## config.mk

```make
export PLATFORM = sky130hd
export DESIGN_NAME = serial_ones_counter
export DESIGN_NICKNAME = d
export VERILOG_FILES = /design/src/rtl/serial_ones_counter_pkg.sv /design/src/rtl/ocnt_shifter.sv /design/src/rtl/ocnt_result.sv /design/src/rtl/ocnt_ctrl.sv /design/src/rtl/serial_ones_counter.sv
export SDC_FILE = /design/constraint.sdc
export NUM_CORES = 1
export LEC_CHECK = 0
export BUFFER_PORTS_ARGS = -buffer_cell sky130_fd_sc_hd__buf_2
export CAP_MARGIN = 20
export CORE_MARGIN = 2
export CORE_UTILIZATION = 40
export CTS_BUF_LIST = sky130_fd_sc_hd__clkbuf_8
export CTS_CLUSTER_DIAMETER = 40
export CTS_CLUSTER_SIZE = 40
export DETAILED_ROUTE_END_ITERATION = 16
export PLACE_DENSITY_LB_ADDON = 0.1
export SKIP_LAST_GASP = 1
export SLEW_MARGIN = 10
export SYNTH_ARGS = -nofsm -noshare
export SYNTH_HDL_FRONTEND = slang
export SYNTH_HIERARCHICAL = 1
export SYNTH_SLANG_ARGS = --single-unit
```

## constraint.sdc

```tcl
create_clock -name clk_i -period 2.8 [get_ports clk_i]
set_input_delay 0.56 -clock clk_i [delete_from_list [all_inputs] [get_ports clk_i]]
set_output_delay 0.56 -clock clk_i [all_outputs]
set_load 0.02 [all_outputs]
```

## src/rtl/serial_ones_counter_pkg.sv

```systemverilog
package serial_ones_counter_pkg;

   // Present-state codes; the multiplexer next-state variant indexes by them.
   typedef enum logic [1:0] {
      ST_IDLE  = 2'b00,
      ST_COUNT = 2'b01,
      ST_SHIFT = 2'b10,
      ST_TEST  = 2'b11
   } ocnt_state_e;

   typedef struct packed {
      logic load;    // capture word, preset result counter
      logic incr;    // add one to result counter
      logic shift;   // shift word right, capture dropped bit
      logic idle;    // controller waiting for start
   } ocnt_ctrl_t;

   function automatic int min_cnt_width(input int data_w);
      return $clog2(data_w + 1);
   endfunction

endpackage

```

## src/rtl/ocnt_shifter.sv

```systemverilog
module ocnt_shifter #(
   parameter int DATA_W = 8
) (
   input  logic              clk_i,
   input  logic              rst_ni,
   input  logic              load_i,
   input  logic              shift_i,
   input  logic [DATA_W-1:0] data_i,
   output logic              empty_o,
   output logic              dropped_o
);

   logic [DATA_W-1:0] word_q;
   logic [DATA_W-1:0] shifted;
   logic              drop_q;

   generate
      if (DATA_W == 1) begin : g_single
         assign shifted = '0;
      end else begin : g_multi
         assign shifted = {1'b0, word_q[DATA_W-1:1]};
      end
   endgenerate

   always_ff @(posedge clk_i or negedge rst_ni) begin
      if (!rst_ni) begin
         word_q <= '0;
         drop_q <= 1'b0;
      end else if (load_i) begin
         word_q <= data_i;
      end else if (shift_i) begin
         word_q <= shifted;
         drop_q <= word_q[0];
      end
   end

   assign empty_o   = (word_q == '0);
   assign dropped_o = drop_q;

   // A shift of a nonzero word always makes it strictly smaller.
   AST_SHIFT_SHRINKS: assert property (@(posedge clk_i) disable iff (!rst_ni)
      (shift_i && !load_i && word_q != '0) |=> (word_q < $past(word_q)));

   // The top bit is always zero after a shift.
   AST_ZERO_FILL: assert property (@(posedge clk_i) disable iff (!rst_ni)
      (shift_i && !load_i) |=> !word_q[DATA_W-1]);

endmodule

```

## src/rtl/ocnt_result.sv

```systemverilog
module ocnt_result #(
   parameter int CNT_W = 4
) (
   input  logic             clk_i,
   input  logic             rst_ni,
   input  logic             preset_i,
   input  logic             incr_i,
   output logic [CNT_W-1:0] count_o
);

   logic [CNT_W-1:0] cnt_q;

   always_ff @(posedge clk_i or negedge rst_ni) begin
      if (!rst_ni) begin
         cnt_q <= '0;
      end else if (preset_i) begin
         cnt_q <= '1;
      end else if (incr_i) begin
         cnt_q <= cnt_q + 1'b1;
      end
   end

   assign count_o = cnt_q;

   // Preset value is all ones, so the first increment lands on zero.
   AST_PRESET_WRAPS: assert property (@(posedge clk_i) disable iff (!rst_ni)
      preset_i |=> ##1 (count_o == '0));

endmodule

```

## src/rtl/ocnt_ctrl.sv

```systemverilog
module ocnt_ctrl
   import serial_ones_counter_pkg::*;
#(
   parameter bit NEXT_STATE_MUX = 1'b1
) (
   input  logic       clk_i,
   input  logic       rst_ni,
   input  logic       start_i,
   input  logic       empty_i,
   input  logic       dropped_i,
   output ocnt_ctrl_t ctrl_o
);

   ocnt_state_e state_q;
   ocnt_state_e state_d;
   logic [3:0]  state_dec;

   generate
      if (NEXT_STATE_MUX) begin : g_mux_next
         // One 4-input multiplexer per state bit, indexed by the present state.
         logic [3:0] hi_in;
         logic [3:0] lo_in;
         always_comb begin
            hi_in[ST_IDLE]  = 1'b0;
            lo_in[ST_IDLE]  = start_i;
            hi_in[ST_COUNT] = !empty_i;
            lo_in[ST_COUNT] = 1'b0;
            hi_in[ST_SHIFT] = 1'b1;
            lo_in[ST_SHIFT] = 1'b1;
            hi_in[ST_TEST]  = !dropped_i;
            lo_in[ST_TEST]  = dropped_i;
         end
         assign state_d = ocnt_state_e'({hi_in[state_q], lo_in[state_q]});
      end else begin : g_case_next
         always_comb begin
            state_d = state_q;
            unique case (state_q)
               ST_IDLE:  if (start_i) state_d = ST_COUNT;
               ST_COUNT: state_d = empty_i ? ST_IDLE : ST_SHIFT;
               ST_SHIFT: state_d = ST_TEST;
               ST_TEST:  state_d = dropped_i ? ST_COUNT : ST_SHIFT;
               default:  state_d = ST_IDLE;
            endcase
         end
      end
   endgenerate

   always_ff @(posedge clk_i or negedge rst_ni) begin
      if (!rst_ni) begin
         state_q <= ST_IDLE;
      end else begin
         state_q <= state_d;
      end
   end

   // Decoder level: one line per state.
   always_comb begin
      state_dec = '0;
      state_dec[state_q] = 1'b1;
   end

   assign ctrl_o.idle  = state_dec[ST_IDLE];
   assign ctrl_o.load  = state_dec[ST_IDLE] & start_i;
   assign ctrl_o.incr  = state_dec[ST_COUNT];
   assign ctrl_o.shift = state_dec[ST_SHIFT];

   AST_ONE_ACTION: assert property (@(posedge clk_i) disable iff (!rst_ni)
      $onehot0({ctrl_o.load, ctrl_o.incr, ctrl_o.shift}));

   // A shift is always followed by a test of the dropped bit.
   AST_SHIFT_THEN_TEST: assert property (@(posedge clk_i) disable iff (!rst_ni)
      ctrl_o.shift |=> (state_q == ST_TEST));

   // An empty word seen while counting ends the run.
   AST_EMPTY_ENDS: assert property (@(posedge clk_i) disable iff (!rst_ni)
      (ctrl_o.incr && empty_i) |=> ctrl_o.idle);

endmodule

```

## src/rtl/serial_ones_counter.sv

```systemverilog
module serial_ones_counter
   import serial_ones_counter_pkg::*;
#(
   parameter int DATA_W         = 8,
   parameter int CNT_W          = $clog2(DATA_W + 1),
   parameter bit NEXT_STATE_MUX = 1'b1
) (
   input  logic              clk_i,
   input  logic              rst_ni,
   input  logic              start_i,
   input  logic [DATA_W-1:0] data_i,
   output logic [CNT_W-1:0]  count_o,
   output logic              done_o
);

   localparam int NEED_W = min_cnt_width(DATA_W);

   generate
      if (DATA_W < 1) begin : g_bad_data_w
         $error("DATA_W must be at least 1");
      end
      if (CNT_W < NEED_W) begin : g_bad_cnt_w
         $error("CNT_W too narrow to hold a full count of DATA_W");
      end
   endgenerate

   ocnt_ctrl_t ctrl;
   logic       empty;
   logic       dropped;

   ocnt_ctrl #(
      .NEXT_STATE_MUX(NEXT_STATE_MUX)
   ) u_ctrl (
      .clk_i    (clk_i),
      .rst_ni   (rst_ni),
      .start_i  (start_i),
      .empty_i  (empty),
      .dropped_i(dropped),
      .ctrl_o   (ctrl)
   );

   ocnt_shifter #(
      .DATA_W(DATA_W)
   ) u_shifter (
      .clk_i    (clk_i),
      .rst_ni   (rst_ni),
      .load_i   (ctrl.load),
      .shift_i  (ctrl.shift),
      .data_i   (data_i),
      .empty_o  (empty),
      .dropped_o(dropped)
   );

   ocnt_result #(
      .CNT_W(CNT_W)
   ) u_result (
      .clk_i   (clk_i),
      .rst_ni  (rst_ni),
      .preset_i(ctrl.load),
      .incr_i  (ctrl.incr),
      .count_o (count_o)
   );

   assign done_o = ctrl.idle;

   AST_IDLE_STAYS: assert property (@(posedge clk_i) disable iff (!rst_ni)
      (done_o && !start_i) |=> done_o);

   AST_START_LEAVES: assert property (@(posedge clk_i) disable iff (!rst_ni)
      (done_o && start_i) |=> !done_o);

   AST_RESULT_HELD: assert property (@(posedge clk_i) disable iff (!rst_ni)
      (done_o && !start_i) |=> $stable(count_o));

   AST_NO_OVERFLOW: assert property (@(posedge clk_i) disable iff (!rst_ni)
      done_o |-> (count_o <= CNT_W'(DATA_W)));

endmodule

```

==> qor.yml, run 1 <==
clock_network:
  cts_setup_buffers: 0
  h-tree-depth: 1
  cts_tree: "done"
  cts_sinks: 15
  path_clk_slew_ns: 0.06
  root_buffer: "clkbuf_8"
  cts_buffers: 3
  clock_path_buffers: 2
  cts-resized-gates: 0
  cts_hold_buf: 0
  clkLatencyLatePin_ns: 0.24
timing:
  setup_ws_ns: 1.08
  finalClockSkew_ns: 0.00308
  period_share_pct: 61.5
  final_hold_viol_count: 0
  report.final.slew_viol_count: 0
  rsz0062_at_grt: "no"
  tightest_slew_ns: 0.839
  fin_tns_setup_ns: 0
  setup_viol: 0
  max_slew_margin_pct: 43.9
  period_needed_ns: 1.72
  max_freq_mhz: 581
yosys:
  synth_nets: 81
  syn_inst: 69
  synth.avg_cell_area_um2: 10.5
  yosysUniqueCellTypes: 22
  synth_area_um2: 722
  yosysTopAreaCell: "dfrtp_1"
  synth-seq-area-share_pct: 52.0
  synthTopCellsByArea: "dfrtp_1 52%, mux2i_1 11%, o21ai_0 5.5%"
  ys_ff_latch: 15
  yosys_warnings: 6
  synth_top_area_share_pct: 52.0
global_routing:
  grt_pass1_wl_mm: 2.03
  grt_max_degree: 17
  grt_pass1_vias: 455
  grt.total_usage_pct: 13.8
  antenna_found_initial: 0
  grt_overflow: 0
worst_setup_path:
  timing.rr.end: "u_shifter/dropped_o"
  crit_type: "reg -> reg"
  r2r_cells: 4
  required_ns: 2.93
  worstSetupEndpointType: "flop"
  worstPathArrival_ns: 1.85
  reg2reg_from: "u_ctrl/state_q[1]"
  startpoint_type: "flop"
  worst-r2r-setup-slack_ns: 1.08
  crit_fanout: 9
routing:
  drt-total-wl_mm: 1.33
  drt_pass1_iterations: 2
  vias: 537
  drtIter0Drc: 7
  drc_errors: 0
  antenna_left: 0
  post_drt_via_cell_ratio: 4.79
  wl_per_cell_um: 11.8
placement:
  gp_congestion: 0.727
  port_buffers: 15
  dpl.cell_count: 108
  place_area_um2: 823
  dp_hpwl_um: 939
  dp_slack_ns: 1.07
die:
  initial_core_util_pct: 42.3
  num_io_pins: 16
  dieWidth_um: 46.5
  dieHeight_um: 46.5
  dieArea_mm2: 0.00216
  core.rowCount: 15
  core_mm2: 0.00171
power_and_ir_drop:
  p_per_area_mw_per_mm2: 1150
  p_leak_nw: 0.402
  vdd.ir_drop.worst_v: 0.000543
finish:
  diodes: 0
  drive_gt1_share_pct: 25.3
  final_area_um2: 868
  area_delta_synth_final_pct: 20.3
  layout.nets: 100
  finalNonFillerCells: 112
  fin_util_pct: 50.8
worst_hold_path:
  worstHoldPathType: "in -> async"
flow_run:
  cap_violations: 0
outcome:
  status: "finished, final reports clean"
critical path, cell delays in order, from the launching register on:
cell	delay (ns)
dfrtp_1	0.45
inv_1	0.08
nor2_1	0.66
nand2b_1	0.12
mux2_2	0.29
worst max path at each step:
stage                       from                   to  slack [ns]  cells past startpoint
2_1_floorplan            start_i  u_shifter/dropped_o        1.24                      4
3_3_place_gp   u_ctrl/state_q[1]  u_shifter/dropped_o        1.08                      4
3_5_place_dp   u_ctrl/state_q[1]  u_shifter/dropped_o        1.07                      4
4_1_cts        u_ctrl/state_q[1]  u_shifter/dropped_o        1.06                      4
5_1_grt        u_ctrl/state_q[1]  u_shifter/dropped_o        0.95                      4
6_report       u_ctrl/state_q[1]  u_shifter/dropped_o        1.08                      4
kinds of logic (layout without fill, tap and decap cells):
kind of cell | count (synthesis) | count (layout) | synth area share (%)
simple gates | 26 | 26 | 19.2
flops | 15 | 15 | 52.0
compound gates | 13 | 13 | 10.4
mux | 9 | 9 | 12.7
buf+inv | 4 | 22 | 2.77
fa+ha+maj | 1 | 1 | 1.73
xor+xnor | 1 | 1 | 1.21
cell type report:
class	count	area [um^2]
fill	164	840
sequential	15	375
multi-input combinational	50	327
timing repair buffer	16	82.6
clock buffer	3	41.3
tap	25	31.3
inverter	2	7.51
clock inverter	1	3.75
Yosys cell counts, drive strengths merged:
master / instances
a211o: 1
o21bai: 1
nor2: 5
nand4: 1
nor2b: 4
dfrtp: 15
buf: 2
nand2b: 4
inv: 2
mux2: 1
nand2: 9
or4: 2
a22o: 1
and3: 1
a21oi: 1
o21ai: 9
mux2i: 8
ha: 1
xnor2: 1
power breakdown:
part           internal, mW  leakage, nW  switching (mW)
clock network        0.0968       0.0269          0.0704
logic                 0.201        0.196           0.218
registers             0.321        0.179          0.0913
total                 0.619        0.402           0.380
placed cells by master (no fill, tap or decap):
cell type,instances
buf_2,15
dfrtp_1,15
nand2_1,9
mux2i_1,8
o21ai_0,8
nor2_1,5
nand2b_1,4
clkbuf_8,3
inv_1,3
nor2b_1,3
or4_1,2
nor2b_4,1
a22o_1,1
o21ai_1,1
nand4_1,1
a21oi_1,1
and3_2,1
o21bai_1,1
a211o_1,1
xnor2_1,1
ha_1,1
mux2_2,1
buf_4,1
per-layer routing:
metal	wire length, um	track usage (%)
met1	696	20.7
met2	574	17.8
met3	46	3.53
met4	8	6.86
met5	0	0
registers in the layout (all words and copies together), names as in the netlist:
signal / count
u_ctrl/state_q: 2
u_shifter/dropped_o: 1
u_shifter/word_q: 8
u_result/count_o: 4
through the flow:
step / hold WS [ns] / total power [mW]
final: 0.214 / 0.998
after global routing: 0.234 / 1.07
after CTS: 0.222 / 1.00
after detailed placement: 0.485 / 0.835
after global placement: 0.490 / 0.825
after floorplan: 0.264 / 0.727
(Power assumes the default switching activity.)
==> run 2: changes to the inputs <==
--- a/config.mk
+++ b/config.mk
@@ -5,6 +5,7 @@
 export SDC_FILE = /design/constraint.sdc
 export NUM_CORES = 1
 export LEC_CHECK = 0
+export ABC_AREA = 1
 export BUFFER_PORTS_ARGS = -buffer_cell sky130_fd_sc_hd__buf_2
 export CAP_MARGIN = 20
 export CORE_MARGIN = 2
==> constraint.sdc (replaced) <==
create_clock -name clk_i -period 1.6 [get_ports clk_i]
set_input_delay 0.32 -clock clk_i [delete_from_list [all_inputs] [get_ports clk_i]]
set_output_delay 0.32 -clock clk_i [all_outputs]
set_load 0.02 [all_outputs]
==> run 2 against run 1 <==
Against the previous run: critical path depth rose by 2; worst setup slack got worse by 0.82 ns; total power grew 78%; critical path type unchanged; clock skew down 0.00053 ns; highest routed layer unchanged.
==> qor.yml, run 2 <==
outcome:
  status: "finished, final reports clean"  # unchanged
yosys:
  synth-edff-count: 0  # unchanged
  synth_top_area_share_pct: 49.5  # was 52.0%
  yosys_warnings: 6  # unchanged
  synth_common_cells: "32 x nand2_1, 17 x nand3_1, 15 x dfrtp_1, 10 x nor2_1, 9 x inv_1"  # was 15 x dfrtp_1, 9 x nand2_1, 8 x mux2i_1, 8 x o21ai_0, 5 x nor2_1
  ys_ff_latch: 15  # unchanged
  synthTopCellsByArea: "dfrtp_1 50%, nand2_1 16%, nand3_1 11%"  # was dfrtp_1 52%, mux2i_1 11%, o21ai_0 5.5%
  yosysUniqueCellTypes: 15  # was 22
  yosys_most_used_dff: "dfrtp_1"  # unchanged
  synth-seq-area-share_pct: 49.5  # was 52.0%
  synth_nets: 109  # was 81
  synth_area_um2: 758  # was 722 um^2
  synth.most_common_cell: "nand2_1"  # was dfrtp_1
  yosysTopAreaCell: "dfrtp_1"  # unchanged
  syn_inst: 97  # was 69
  synth.avg_cell_area_um2: 7.82  # was 10.5 um^2
  synthArstFlopShare_pct: 100  # unchanged
placement:
  port_buffers: 15  # unchanged
  gp_congestion: 0.757  # was 0.727
  dp_hpwl_mm: 1.07  # was 939 um
power_and_ir_drop:
  p_per_area_mw_per_mm2: 1930  # was 1150 mW/mm^2
  p_switching_mw: 0.758  # was 0.380 mW
  p_seq_share_pct: 39.4  # was 41.3%
  internal_power_mw: 1.02  # was 0.619 mW
  sw_frac_of_total_pct: 42.6  # was 38.0%
  combPwrFrac_pct: 44.0  # was 42.0%
  p_leak_nw: 0.495  # was 0.402 nW
  vdd.ir_drop.worst_v: 0.000853  # was 0.000543 V
  clock_power_share_pct: 16.6  # was 16.7%
die:
  initial_core_util_pct: 43.0  # was 42.3%
  dieArea_mm2: 0.00226  # was 0.00216 mm^2
  dieWidth_um: 47.5  # was 46.5 um
  num_io_pins: 16  # unchanged
  dieHeight_um: 47.5  # was 46.5 um
  core.rowCount: 15  # unchanged
  core_mm2: 0.00176  # was 0.00171 mm^2
clock_network:
  cts-resized-gates: 0  # unchanged
  cts_tree: "done"  # unchanged
  cts_setup_buffers: 0  # unchanged
  path_clk_slew_ns: 0.06  # about the same
  cts_buffers: 3  # unchanged
  clock_path_buffers: 2  # unchanged
  cts_hold_buf: 1  # was 0
  h-tree-depth: 1  # unchanged
  root_buffer: "clkbuf_8"  # unchanged
  cts_sinks: 15  # unchanged
  clkLatencyLatePin_ns: 0.24  # about the same
worst_setup_path:
  worstPathArrival_ns: 1.46  # was 1.85 ns
  critPathTopFamily: "flip-flops"  # was simple AND/OR/NAND/NOR gates
  crit_fanout: 9  # unchanged
  startpoint_type: "flop"  # unchanged
  path_cells: "nor2_2, nand2_2, inv_1, inv_2, nand3_1, nand3_1"  # was inv_1, nor2_1, nand2b_1, mux2_2
  critPathMostFrequentCell: "nand3_1"
  crit_type: "reg -> reg"  # unchanged
  worstSetupEndpointType: "flop"  # unchanged
  crit_path_max_incr_delay_ns: 0.43  # was 0.66 ns
  required_ns: 1.72  # was 2.93 ns
  path_buf_inv: 2  # was 1
  critPathSlowestCell: "dfrtp_1"  # was nor2_1
routing:
  post_drt_via_cell_ratio: 4.51  # was 4.79
  drt-total-wl_mm: 1.42  # was 1.33 mm
  vias: 645  # was 537
  wl_per_cell_um: 9.92  # was 11.8 um
  drt_pass1_iterations: 4  # was 2
  drc_errors: 0  # unchanged
  antenna_left: 0  # unchanged
  drtIter0Drc: 9  # was 7
timing:
  rsz0062_at_grt: "no"  # unchanged
  max_freq_mhz: 747  # was 581 MHz
  finalClockSkew_ns: 0.00256  # was 0.00308 ns
  max_slew_margin_pct: 77.4  # was 43.9%
  period_needed_ns: 1.34  # was 1.72 ns
  setup_viol: 0  # unchanged
  final_hold_viol_count: 0  # unchanged
  report.final.slew_viol_count: 0  # unchanged
  tightest_slew_ns: 0.338  # was 0.839 ns
  fin_tns_setup_ns: 0  # unchanged
  period_share_pct: 83.6  # was 61.5%
  hold-worst-slack_ns: 0.289  # was 0.214 ns
global_routing:
  grt_max_degree: 16  # was 17
  grt_pass1_wl_mm: 2.41  # was 2.03 mm
  grt.total_usage_pct: 15.5  # was 13.8%
  grt_overflow: 0  # unchanged
  grt_pass1_vias: 568  # was 455
  antenna_found_initial: 0  # unchanged
finish:
  area_delta_synth_final_pct: 21.8  # was 20.3%
  largest_register: "u_shifter/word_q"  # unchanged
  diodes: 0  # unchanged
  layout.nets: 131  # was 100
  largest_reg_flops: 8  # unchanged
  top_regs: "u_shifter/word_q (8), u_result/count_o (4), u_ctrl/state_q (2)"  # unchanged
  final_common_cell: "nand2_1"
  drive_gt1_share_pct: 23.7  # was 25.3%
  layout_common_cells: "32 x nand2_1, 17 x nand3_1, 15 x buf_2, 15 x dfrtp_1"  # was 15 x buf_2, 15 x dfrtp_1, 9 x nand2_1, 8 x mux2i_1, 8 x o21ai_0
  fillers: 188  # was 164
worst_hold_path:
  worstHoldPathType: "in -> reg"  # was in -> async
flow_run:
  cap_violations: 0  # unchanged
run 2: changes by cell type after synthesis, sizes merged, moves of 6 or more:
cell	delta
nand2	+26
nand3	+17
inv	+8
mux2i	-8
nor2	+8
o21ai	-6
run 2: worst paths after layout:
path / from / end / slack, ns / depth (start not counted)
setup / recovery: u_ctrl/state_q[1] / u_shifter/word_q[4] / 0.26 / 6
hold / removal: data_i[7] / u_shifter/word_q[7] / 0.29 / 3
setup reg to reg: u_ctrl/state_q[1] / u_shifter/word_q[4] / 0.26 / 6
hold reg to reg: u_shifter/dropped_o / u_shifter/dropped_o / 0.51 / 2
max in group asynchronous: rst_ni / u_result/count_o[1] / 0.84 / 2
min in group asynchronous: rst_ni / u_shifter/word_q[7] / 0.51 / 2
run 2: metrics by stage:
step                setup slack (ns)  std cells  power [mW]  util [%]  instance area [um^2]
detailed placement             0.251        138        1.50      49.2                   868
global route                  0.0883        143        1.95      52.3                   923
floorplan                      0.251         97        1.29         -                   758
CTS                            0.234        143        1.79      52.3                   923
finish                         0.262        143        1.78      52.3                   923
global placement               0.293        138        1.49      49.2                   868
run 2: cell type report:
cell class              count  area, um^2  area share [%]
multi-input cells          70         327            35.4
clock inverters             1        3.75           0.407
clock buffers               3        41.3            4.47
well taps                  25        31.3            3.39
inverters                  10        37.5            4.07
flip-flops and latches     15         375            40.7
repair buffers             19         108            11.7
run 2: cell families after synthesis:
kind of cell,share of synthesized area (%)
flip-flops,49.5
AO/OA/AOI/OAI,2.64
adder cells (fa/ha/maj),1.65
AND/OR/NAND/NOR,38.8
buffers and inverters,7.43
run 2: routing by layer:
| layer | part of all wire, % | wire, um | vias up | global-route usage [%] |
|---|---|---|---|---|
| met2 | 45 | 645 | 8 | 22.4 |
| met4 | 0.85 | 12 | 0 | 6.49 |
| met5 | 0 | 0 | - | 0 |
| met1 | 51 | 728 | 290 | 22.2 |
| met3 | 2.3 | 32 | 2 | 3.40 |
| li1 | - | - | 345 | - |
run 2: worst register-to-register path, stage by stage (launching register included):
cell	delay, ns
dfrtp_1	0.43
nor2_2	0.15
nand2_2	0.07
inv_1	0.26
inv_2	0.15
nand3_1	0.10
nand3_1	0.08
run 2: power groups by stage:
stage / logic (mW) / registers (mW) / clock network [mW]
6_report: 0.782 / 0.701 / 0.296
5_1_grt: 0.904 / 0.726 / 0.325
4_1_cts: 0.794 / 0.700 / 0.301
3_5_place_dp: 0.789 / 0.706 / 0
3_3_place_gp: 0.789 / 0.700 / 0
2_1_floorplan: 0.553 / 0.732 / 0
